### src/rtl/fflt_pkg.sv
package fflt_pkg;

    localparam int FLT_LEN_W      = 4;
    localparam int FLT_CNT_W      = 5;
    localparam int FLT_SYNC_DEPTH = 2;

    typedef enum logic {
        FM_BYPASS = 1'b0,
        FM_FILTER = 1'b1
    } filt_mode_e;

    typedef struct packed {
        logic dly;
        logic prev;
        logic evt;
    } edge_stage_t;

    function automatic filt_mode_e mode_of(input logic [FLT_LEN_W-1:0] len);
        return (len == '0) ? FM_BYPASS : FM_FILTER;
    endfunction

endpackage

### src/rtl/fflt_sync.sv
module fflt_sync #(
    parameter int DEPTH = fflt_pkg::FLT_SYNC_DEPTH
) (
    input  logic clk,
    input  logic rst,
    input  logic d_async,
    output logic q_sync
);
    logic [DEPTH-1:0] chain;

    generate
        if (DEPTH == 1) begin : g_single
            always_ff @(posedge clk) begin
                if (rst) chain <= '0;
                else     chain <= d_async;
            end
        end else begin : g_multi
            always_ff @(posedge clk) begin
                if (rst) chain <= '0;
                else     chain <= {chain[DEPTH-2:0], d_async};
            end
        end
    endgenerate

    assign q_sync = chain[DEPTH-1];
endmodule

### src/rtl/fflt_counter.sv
module fflt_counter
    import fflt_pkg::*;
#(
    parameter int LEN_W = FLT_LEN_W,
    parameter int CNT_W = FLT_CNT_W
) (
    input  logic             clk,
    input  logic             rst,
    input  logic             din,
    input  logic [LEN_W-1:0] len,
    output logic             level
);
    logic [CNT_W-1:0] cnt;
    logic [LEN_W-1:0] len_seen;
    logic             held;
    logic [CNT_W-1:0] target;
    filt_mode_e       mode;

    assign mode   = mode_of(len);
    assign target = CNT_W'(len) - CNT_W'(1);

    always_ff @(posedge clk) begin
        if (rst) begin
            cnt      <= '0;
            held     <= 1'b0;
            len_seen <= '0;
        end else begin
            len_seen <= len;
            if (mode == FM_BYPASS) begin
                held <= din;
                cnt  <= '0;
            end else if (len != len_seen) begin
                cnt <= '0;
            end else if (din == held) begin
                cnt <= '0;
            end else if (cnt == target) begin
                held <= din;
                cnt  <= '0;
            end else begin
                cnt <= cnt + CNT_W'(1);
            end
        end
    end

    assign level = (mode == FM_BYPASS) ? din : held;
endmodule

### src/rtl/fflt_edge.sv
module fflt_edge
    import fflt_pkg::*;
(
    input  logic clk,
    input  logic rst,
    input  logic lvl_in,
    output logic lvl_out,
    output logic rise_evt
);
    edge_stage_t st;

    always_ff @(posedge clk) begin
        if (rst) begin
            st <= '0;
        end else begin
            st.dly  <= lvl_in;
            st.prev <= st.dly;
            st.evt  <= st.dly & ~st.prev;
        end
    end

    assign lvl_out  = st.dly;
    assign rise_evt = st.evt;
endmodule

### src/rtl/fault_glitch_filter.sv
module fault_glitch_filter
    import fflt_pkg::*;
#(
    parameter int LEN_W      = FLT_LEN_W,
    parameter int CNT_W      = FLT_CNT_W,
    parameter int SYNC_DEPTH = FLT_SYNC_DEPTH
) (
    input  logic             clk,
    input  logic             rst,
    input  logic             fault_pin,
    input  logic [LEN_W-1:0] filt_len,
    output logic             fault_evt,
    output logic             fault_level
);
    logic pin_sync;
    logic lvl_filt;

    fflt_sync #(.DEPTH(SYNC_DEPTH)) u_sync (
        .clk     (clk),
        .rst     (rst),
        .d_async (fault_pin),
        .q_sync  (pin_sync)
    );

    fflt_counter #(.LEN_W(LEN_W), .CNT_W(CNT_W)) u_filt (
        .clk   (clk),
        .rst   (rst),
        .din   (pin_sync),
        .len   (filt_len),
        .level (lvl_filt)
    );

    fflt_edge u_edge (
        .clk      (clk),
        .rst      (rst),
        .lvl_in   (lvl_filt),
        .lvl_out  (fault_level),
        .rise_evt (fault_evt)
    );
endmodule

### config.mk
export PLATFORM = sky130hd
export DESIGN_NAME = fault_glitch_filter
export DESIGN_NICKNAME = d
export VERILOG_FILES = /design/src/rtl/fflt_pkg.sv /design/src/rtl/fflt_sync.sv /design/src/rtl/fflt_counter.sv /design/src/rtl/fflt_edge.sv /design/src/rtl/fault_glitch_filter.sv
export SDC_FILE = /design/constraint.sdc
export NUM_CORES = 1
export LEC_CHECK = 0
export ABC_CLOCK_PERIOD_IN_PS = 5100
export BUFFER_PORTS_ARGS = -buffer_cell sky130_fd_sc_hd__buf_2
export CAP_MARGIN = 25
export CORE_AREA = 2 2 39 41
export CTS_CLUSTER_DIAMETER = 30
export DETAILED_ROUTE_END_ITERATION = 8
export DIE_AREA = 0 0 41 43
export PLACE_DENSITY = 0.73
export SYNTH_ARGS = -nofsm -noshare
export SYNTH_HDL_FRONTEND = slang
export SYNTH_HIERARCHICAL = 1
export SYNTH_SLANG_ARGS = --single-unit
### constraint.sdc
create_clock -name clk -period 5.1 [get_ports clk]
set_clock_uncertainty 0.1 [all_clocks]
set_input_delay 0.255 -clock clk [delete_from_list [all_inputs] [get_ports clk]]
set_output_delay 0.255 -clock clk [all_outputs]
set_load 0.005 [all_outputs]
=== After elaboration in Yosys (flattened, before gate mapping) ===
Cells that the tools add are included.
W data, S select, Z words.

* Add/sub/neg operators: 2
* Equal/unequal tests: 5
* Multiplexer cells: 5
* Bitwise gates (word level): 2
* Reductions and logical operators: 4

{| class="wikitable"
|+ Operators by type and width
! kind !! number
|-
| $add A5 B1 Y5 const B || 1
|-
| $eq A5 B5 Y1 || 1
|-
| $mux W1 || 5
|-
| $reduce_or A5 Y1 || 1
|-
| $sub A4 B1 Y5 const B || 1
|-
| $logic_not A4 Y1 || 1
|-
| $ne A2 B1 Y1 const B || 2
|-
| $ne A4 B4 Y1 || 1
|-
| $reduce_and A3 Y1 || 1
|-
| $reduce_bool A2 Y1 || 1
|-
| $and A1 B1 Y1 || 1
|-
| $eq A1 B1 Y1 || 1
|-
| $not A1 Y1 || 1
|}

* Register bits after elaboration: 15
* Output and inout bits: 2

=== Logic depth before layout (Yosys ltp) ===
Gate-level depths: netlist (run 1).

* Word-level depth: 6
* Depth in mapped cells: 7
* Mapped depth without buffers: 7

=== Cells and area by module ===
Netlist (run 1), hierarchy kept.

{| class="wikitable"
|+ By module, submodules not included
! module !! times used !! cells each !! area an instance (um2) !! sequential area each (um2)
|-
| fflt_counter || 1 || 53 || 524.3 || 200.2
|-
| fflt_edge || 1 || 6 || 85.1 || 60.1
|-
| fflt_sync || 1 || 4 || 52.6 || 40.0
|}

=== Worst setup path before layout (run 1) ===
OpenSTA, ideal clock, no wires.

* Path type: input-to-reg
* Start point: input port filt_len[0]
* End point: register u_filt.cnt[2]
* Library setup time: 0.115 ns
* Arrival: 1.541 ns
* Required time: 4.885 ns
* Path slack: 3.344 ns
* Stages: 7
* Cells stage by stage: inv_1 ha_1 xnor2_1 or3_1 or3_1 nand3_2 nor2_1

* Cells in the longest elaborated chain, start to end: 3
* Elaborated cells on any way between the ends: 5

{| class="wikitable"
|+ RTL lines
! element !! RTL line !! RTL
|-
| from (decl) || fault_glitch_filter.sv:11 || <nowiki>input logic [LEN_W-1:0] filt_len,</nowiki>
|-
| $sub A4 B1 Y5 || fflt_counter.sv:20 || <nowiki>assign target = CNT_W'(len) - CNT_W'(1);</nowiki>
|-
| $eq A5 B5 Y1 || fflt_counter.sv:36 || <nowiki>end else if (cnt == target) begin</nowiki>
|-
| $reduce_or A5 Y1 (no line) (*) || -- ||
|-
| to (signal assigned) || fflt_counter.sv:40 || <nowiki>cnt <= cnt + CNT_W'(1);</nowiki>
|-
| to (decl) || fflt_counter.sv:13 || <nowiki>logic [CNT_W-1:0] cnt;</nowiki>
|}

Mark *: on every way between the ends. The rest lies on a longest branch, timed or not.
A chain may end at the register's enable or synchronous reset.

=== Worst setup path in the final report (run 1) ===
* Start point: register u_filt.cnt[2]
* End point: register u_filt.held

* Cells in the longest elaborated chain, start to end: 3

{| class="wikitable"
|+ RTL lines
! element !! RTL line !! RTL
|-
| $eq A5 B5 Y1 || fflt_counter.sv:36 ||
|-
| $reduce_bool A2 Y1 (no line) || -- ||
|-
| $reduce_and A3 Y1 (no line) || -- ||
|-
| to (signal assigned) || fflt_counter.sv:30 || <nowiki>held <= din;</nowiki>
|-
| to (signal assigned) || fflt_counter.sv:37 || <nowiki>held <= din;</nowiki>
|-
| to (decl) || fflt_counter.sv:15 || <nowiki>logic held;</nowiki>
|}

No other way between the ends.

==> results.json, run 1 <==
{
  "status": "finished clean",
  "post-route-drc-count": 0,
  "clk_latency_ns": 0.28,
  "rsz0062_at_grt": "false",
  "power.density_mw_per_mm2": 273,
  "finalSetupViolations": 0,
  "core_area_mm2": 0.00138,
  "io_pins": 9,
  "min_path_type": "input port to flop",
  "endpoint_kind": "flop",
  "synth_cell_type_count": 19,
  "regArea_um2": 300,
  "crit_slowest_cell": "xor3_1",
  "worst_pin_slew_ns": 0.317,
  "max-cap-violations": 0,
  "yosysTopAreaCell": "dfxtp_1",
  "worstPathCellList": "xor3_1 -> or3_1 -> nor4_2 -> o21ai_0 -> a21oi_1",
  "multi_input_area_um2": 350,
  "drt-initial-drc-count": 9,
  "worstHoldStart": "fault_pin",
  "grt_max_degree": 12,
  "syn_inst": 63,
  "ys.flop_type": "dfxtp_1",
  "grt_use_total": 0.157,
  "numPortBuffers": 8,
  "grt_pass1_wl_um": 1790,
  "cts_root_buf": "clkbuf_4",
  "path_class": "flop to flop",
  "total_power_w": 0.000205,
  "critical-path-max-stage-delay_ns": 0.44,
  "cts_hold_buf": 0,
  "fin_tns_setup_ns": 0,
  "synth_edf_count": 0,
  "irDropWorstVdd_uv": 165,
  "htree_levels": 1,
  "report.final.slew_viol_count": 0,
  "clk_path_buf_depth": 2,
  "critPathTopFamily": "simple AND/OR/NAND/NOR gates",
  "fp.dieW_um": 41,
  "async_reset_ff_frac": 0,
  "grt_pass1_vias": 440,
  "cp.arrival_ns": 1.94,
  "first_pass_iters": 4,
  "yosys-top-cells-area": "dfxtp_1 45%, xnor2_1 7.9%, xor2_1 6.6%",
  "numCtsBuffers": 3,
  "antenna_found_initial": 0,
  "timing.rr.start": "u_filt/cnt[2]",
  "cp-startpoint": "u_filt/cnt[2]",
  "yosys.area.top_type_share": 0.454,
  "period_share": 0.358,
  "synth_commonest_cells": "15 x dfxtp_1, 8 x nor2_1, 6 x nor2b_1, 6 x xnor2_1, 5 x xor2_1",
  "die_y_um": 43,
  "dr_total_vias": 447,
  "seq_area_frac_synth": 0.454,
  "syn2layout_area_growth_pct": 13.2,
  "ant_nets": 0,
  "synth-seq-cells": 15,
  "fillers": 135,
  "avgViaCountPerCell": 4.91,
  "die-area_mm2": 0.00176,
  "finalWirelength_um": 906,
  "dpl.hpwl_um": 715,
  "cts-resized-gates": 0,
  "fin_nets": 85,
  "cp_max_fo": 4,
  "r2r_slack_ns": 3.27,
  "crit_buf_inv": 0,
  "worstPathRequired_ns": 5.22,
  "fmax_mhz": 548,
  "avgRoutedWirePerCell_um": 9.96,
  "place_congestion": 0.720,
  "syn-num-nets": 72,
  "num_rows": 14,
  "ys_warn_count": 6,
  "initial_core_util": 0.478,
  "slew_headroom": 0.787,
  "p_leak_nw": 0.308,
  "syn_area_um2": 662,
  "worstSetupStartpointType": "flop",
  "cts_tree": "yes",
  "period_minus_slack_ns": 1.83,
  "globalRoute.totalOverflow": 0,
  "hold_viol_final": 0,
  "drive_gt1_frac": 0.253,
  "post_cts_buffers": 0,
  "yosysMostFrequentCell": "dfxtp_1",
  "clkSinkCount": 15,
  "avgSynthCellArea_um2": 10.5,
  "n_antenna_cell": 0,
  "path_clk_slew_ns": 0.09
}
[area by class of cell]
| cell class | instances | area share |
|---|---|---|
| sequential | 15 | 0.401 |
| clock buffer | 3 | 0.0301 |
| timing repair buffer | 8 | 0.0534 |
| clock inverter | 1 | 0.00668 |
| inverter | 3 | 0.0150 |
| multi-input combinational | 45 | 0.467 |
| tap | 16 | 0.0267 |
[per-layer routing]
metal  global-route usage  part of all wire
met5                    0                 0
met4                0.120             0.011
met3               0.0471             0.042
met2                0.203              0.47
met1                0.207              0.47
[metrics by stage]
step | cells | area, um^2 | setup WS (ns) | utilization | hold WS, ns
after floorplan | 63 | 662 | 3.34 | - | 0.222
after global placement | 87 | 722 | 3.10 | 0.522 | 0.294
after detailed placement | 87 | 722 | 3.11 | 0.522 | 0.292
after CTS | 91 | 749 | 3.28 | 0.542 | 0.0731
after global routing | 91 | 749 | 3.06 | 0.542 | 0.0906
final | 91 | 749 | 3.27 | 0.542 | 0.0799
[power breakdown]
part / leakage, nW / total [W] / internal, W / switching (W)
Clock: 0.0177 / 0.0000650 / 0.0000291 / 0.0000360
Sequential: 0.122 / 0.000121 / 0.000120 / 0.00000106
Combinational: 0.168 / 0.0000191 / 0.00000972 / 0.00000941
[final timing paths]
kind,end,cells after the start
worst max-delay path,u_filt/held,5
worst min-delay path,u_sync/chain[0],2
worst max register to register,u_filt/held,5
worst min register to register,u_edge/rise_evt,1
[cells by family after synthesis]
| logic type | share of synthesized area |
|---|---|
| buffers and inverters | 0.0170 |
| xor gates and xnor gates | 0.206 |
| DFF | 0.454 |
| and+or+nand+nor | 0.253 |
| muxes | 0.0170 |
| adders and majority gates | 0.0378 |
| AOI/OAI and AO/OA | 0.0151 |
[sequential cells by signal, indices dropped and copies added, names as in the netlist]
signal and count:
u_filt/len_seen 4, u_sync/chain 2, u_filt/cnt 5, u_edge/rise_evt 1, u_filt/held 1, u_edge/st 1
u_edge/lvl_out 1
[layout by cell type (no fill, tap or decap)]
cell	count
nand3_1	3
mux2_2	1
nor3b_2	2
a21oi_1	1
buf_2	8
nor4_2	1
ha_1	2
or3_1	3
nor2_1	8
xnor2_1	6
clkinv_2	1
dfxtp_1	15
or3b_2	1
xor3_1	1
nor2b_1	6
inv_1	3
nand3_2	1
clkbuf_4	3
xor2_1	5
nor3_1	2
o21ai_0	1
xnor2_2	1
Note: power is estimated with default switching activity, not from simulation.
==> run 2: changes to the inputs <==
- ABC_CLOCK_PERIOD_IN_PS: 5100 -> 1600
- CORE_AREA: 2 2 39 41 -> not set
- CORE_UTILIZATION: not set -> 47
- DIE_AREA: 0 0 41 43 -> not set
- clock period: 5.1 -> 1.6 ns (I/O delays scaled with it)
==> results.json, run 2 (same netlist as run 1, synthesis figures left out) <==
{
  "period_share": 1.03,
  "dr_total_vias": 518,
  "initial_core_util": 0.509,
  "avgViaCountPerCell": 4.84,
  "fmax_mhz": 608,
  "max-cap-violations": 0,
  "core_area_mm2": 0.00130,
  "globalRoute.totalOverflow": 0,
  "avgRoutedWirePerCell_um": 12.3,
  "critPathTopFamily": "simple AND/OR/NAND/NOR gates",
  "largest-register": "u_filt/cnt",
  "irDropWorstVdd_uv": 584,
  "clk_path_buf_depth": 2,
  "slew_headroom": 0.797,
  "layout_commonest_cell": "dfxtp_1",
  "grt_max_degree": 12,
  "crit_slowest_cell": "or3_4",
  "cts_tree": "yes",
  "num_rows": 13,
  "die-area_mm2": 0.00156,
  "hold_viol_final": 0,
  "first_pass_iters": 2,
  "largest_register_ff_count": 5,
  "fp.dieW_um": 39.5,
  "status": "finished with violations",
  "crit_buf_inv": 0,
  "fin_area_um2": 952,
  "top_regs": "u_filt/cnt (5), u_filt/len_seen (4), u_sync/chain (2)",
  "drive_gt1_frac": 0.413,
  "place_congestion": 0.668,
  "worstPathRequired_ns": 1.69,
  "ant_nets": 0,
  "final_cell_mix": "13 x dfxtp_1, 10 x buf_4, 8 x buf_2, 8 x nor2_1",
  "fin_tns_setup_ns": -0.0729,
  "worstSetupStartpointType": "flop",
  "clkSinkCount": 15,
  "place_ws_ns": -0.349,
  "rsz0062_at_grt": "true",
  "grt_use_total": 0.210,
  "numCtsBuffers": 3,
  "power.density_mw_per_mm2": 755,
  "path_clk_slew_ns": 0.09,
  "setup_ws_ns": -0.0458,
  "path_class": "flop to flop",
  "violations": "negative setup slack",
  "finalSetupViolations": 4,
  "post-route-drc-count": 0,
  "fillers": 98,
  "critical-path-max-stage-delay_ns": 0.35,
  "min_path_type": "input port to flop",
  "finalWirelength_um": 1310,
  "p_leak_nw": 0.402,
  "worstPathCellList": "xor3_1 -> or3_4 -> nor4_4 -> or3b_4 -> a21oi_2",
  "fin_nets": 102,
  "clk_latency_ns": 0.29,
  "cp.arrival_ns": 1.74,
  "io_pins": 9,
  "die_y_um": 39.5,
  "worst_pin_slew_ns": 0.304,
  "n_antenna_cell": 0,
  "cts_root_buf": "clkbuf_4",
  "placed_cell_area_um2": 830,
  "syn2layout_area_growth_pct": 43.9,
  "grt_pass1_wl_um": 2090,
  "grt_pass1_vias": 486,
  "report.final.slew_viol_count": 0,
  "endpoint_kind": "flop",
  "antenna_found_initial": 0,
  "cp_max_fo": 2,
  "drt-initial-drc-count": 3,
  "numPortBuffers": 8,
  "period_minus_slack_ns": 1.65,
  "htree_levels": 1
}
==> run 2: metal layers <==
metal,GRT usage,part of all wire,routed length (um)
met1,0.235,0.44,582
met3,0.0455,0.024,31
met2,0.357,0.50,654
met5,0,0,0
met4,0.129,0.032,42
==> run 2: layout make-up <==
cell class	count	area, um^2	share of cell area
clock buffers	3	22.5	0.0237
well taps	15	18.8	0.0197
flip-flops and latches	15	303	0.318
inverters	3	28.8	0.0302
clock inverters	1	5.00	0.00526
repair buffers	25	186	0.196
multi-input cells	45	388	0.407
==> run 2: repair_timing <==
action | in CTS | in global routing
endpoints found under the hold margin | 4 | 0
pin swaps | 4 | 2
hold buffers | 6 | 0
endpoints found under the setup margin | 3 | 6
buffers inserted | 1 | 0
gates resized for setup | 5 | 2
==> run 2: worst paths after layout <==
path	from	endpoint	slack, ns	cells past startpoint
min	filt_len[0]	u_filt/len_seen[0]	0.03	4
max reg2reg	u_filt/cnt[2]	u_filt/held	-0.05	5
max	u_filt/cnt[2]	u_filt/held	-0.05	5
min reg2reg	u_edge/st[1]	u_edge/rise_evt	0.32	1
==> run 2: power breakdown <==
group	internal, W	switching [W]
logic	0.0000636	0.0000469
registers	0.000381	0.00000376
clock network	0.0000930	0.000130
==> run 2: worst min-delay path, delay by kind of cell <==
| family | cells | cell delay, ns |
|---|---|---|
| and+or+nand+nor | 1 | 0.04 |
| buffers and inverters | 3 | 0.27 |
==> run 2: per-stage QoR <==
stage | instances | utilization | power (W) | hold WS, ns
final | 107 | 0.732 | 0.000719 | 0.0292
after global routing | 107 | 0.732 | 0.000749 | 0.0309
after CTS | 107 | 0.728 | 0.000724 | 0.0278
after detailed placement | 96 | 0.638 | 0.000483 | 0.196
after global placement | 96 | 0.638 | 0.000481 | 0.187
after floorplan | 63 | - | 0.000440 | 0.0467
==> run 3: changes to the inputs <==
- CELL_PAD_IN_SITES_DETAIL_PLACEMENT: not set -> 2
- CELL_PAD_IN_SITES_GLOBAL_PLACEMENT: not set -> 2
- CORE_UTILIZATION: 47 -> 30
- PLACE_DENSITY: 0.73 -> 0.72
==> results.json, run 3 (same netlist as run 1, synthesis figures left out) <==
{
  "irDropWorstVdd_uv": 345,
  "drt-initial-drc-count": 2,
  "dr_total_vias": 519,
  "min_path_type": "input port to flop",
  "setup_ws_ns": -0.0565,
  "die-area_mm2": 0.00240,
  "cp_max_fo": 2,
  "drive_gt1_frac": 0.398,
  "io_pins": 9,
  "clk_latency_ns": 0.28,
  "worstSetupStartpointType": "flop",
  "place_inst": 106,
  "power.share.clock": 0.310,
  "globalRoute.totalOverflow": 0,
  "initial_core_util": 0.327,
  "die_y_um": 49.0,
  "cp-startpoint": "u_filt/cnt[1]",
  "worstHoldStart": "rst",
  "avgRoutedWirePerCell_um": 14.0,
  "post-route-drc-count": 0,
  "core_area_mm2": 0.00202,
  "switching_power_w": 0.000183,
  "cts_tree": "yes",
  "clkSinkCount": 15,
  "seqPwrFrac": 0.541,
  "worst_pin_slew_ns": 0.327,
  "timing.rr.start": "u_filt/cnt[1]",
  "violations": "negative setup slack",
  "grt_use_total": 0.162,
  "n_antenna_cell": 0,
  "r2r_slack_ns": -0.06,
  "clk_path_buf_depth": 2,
  "grt_pass1_wl_um": 2930,
  "place_ws_ns": -0.351,
  "cp.arrival_ns": 1.77,
  "fp.dieW_um": 49.0,
  "antenna_found_initial": 0,
  "finalNonFillerCells": 115,
  "htree_levels": 1,
  "first_pass_iters": 4,
  "intPower_w": 0.000530,
  "final_cell_mix": "13 x dfxtp_1, 8 x buf_2, 8 x nor2_1, 8 x buf_4",
  "path_clk_slew_ns": 0.10,
  "p_leak_nw": 0.384,
  "finalWirelength_um": 1610,
  "power.density_mw_per_mm2": 763,
  "largest_register_ff_count": 5,
  "rsz0062_at_grt": "true",
  "status": "finished with violations",
  "place_congestion": 0.726,
  "endpoint_kind": "flop",
  "fmax_mhz": 604,
  "fin_nets": 98,
  "r2r.worst_path.cells": 6,
  "top_regs": "u_filt/cnt (5), u_filt/len_seen (4), u_sync/chain (2)",
  "syn2layout_area_growth_pct": 41.2,
  "cts_root_buf": "clkbuf_4",
  "grt_pass1_vias": 632,
  "largest-register": "u_filt/cnt",
  "report.final.slew_viol_count": 0,
  "fin_util": 0.462,
  "layout_commonest_cell": "dfxtp_1",
  "r2r-end": "u_filt/held",
  "finalSetupViolations": 1,
  "period_share": 1.04,
  "numCtsBuffers": 3,
  "dpl.hpwl_um": 1190,
  "max-cap-violations": 0,
  "ant_nets": 0,
  "min_delay_worst_endpoint": "u_filt/len_seen[0]",
  "slew_headroom": 0.780,
  "comb_power_share": 0.149,
  "worstPathRequired_ns": 1.72,
  "grt_max_degree": 12,
  "min_path_cells": 2,
  "path_class": "flop to flop",
  "hold_viol_final": 0,
  "numPortBuffers": 8,
  "num_rows": 16,
  "netSwitchingFraction": 0.256,
  "avgViaCountPerCell": 4.51,
  "period_minus_slack_ns": 1.66
}
run 3: worst max-delay path: stages (launching register included):
cell,delay [ns]
dfxtp_2,0.34
xnor2_1,0.11
or3_4,0.37
buf_6,0.13
nor4_4,0.27
o21ai_0,0.14
a21oi_2,0.14
run 3: worst max path at each step:
stage                   to  slack, ns  depth (start not counted)
6_report       u_filt/held      -0.06                          6
5_1_grt        u_filt/held      -0.13                          6
4_1_cts        u_filt/held      -0.07                          6
3_5_place_dp   u_filt/held      -0.35                          8
3_3_place_gp   u_filt/held      -0.30                          8
2_1_floorplan  u_filt/held      -0.04                          7
run 3: power by group through the flow:
stage	sequential, W	clock, W	combinational, W
after global routing	0.000387	0.000246	0.000117
after global placement	0.000394	0	0.0000855
after floorplan	0.000393	0	0.0000468
after detailed placement	0.000394	0	0.0000903
final	0.000385	0.000221	0.000107
after CTS	0.000386	0.000235	0.000105
run 3: stage by stage:
stage          area (um^2)  total power, W  TNS (ns)  hold slack, ns
2_1_floorplan          696        0.000440   -0.0359          0.0467
3_3_place_gp           830        0.000479     -1.02           0.189
3_5_place_dp           830        0.000485     -1.28           0.197
4_1_cts                927        0.000726   -0.0680        0.000832
5_1_grt                935        0.000750    -0.222          0.0202
6_report               935        0.000713   -0.0565         0.00497
run 3: what timing repair did:
item,in CTS,in global routing
gates resized for setup,5,1
hold endpoints to repair,3,0
hold buffers,4,0
endpoints found under the setup margin,6,4
setup buffers,1,0
pin swaps,5,0
run 3: area by class of cell:
class / count / area, um^2
fill: 221 / 1090
clock buffer: 3 / 22.5
tap: 27 / 33.8
multi-input combinational: 45 / 390
sequential: 15 / 303
inverter: 3 / 28.8
clock inverter: 1 / 5.00
timing repair buffer: 21 / 151
run 3: layer usage:
layer / wire length [um] / global-route usage
met1: 703 / 0.182
met2: 862 / 0.310
met3: 40 / 0.0280
met4: 0 / 0.0441
met5: 0 / 0
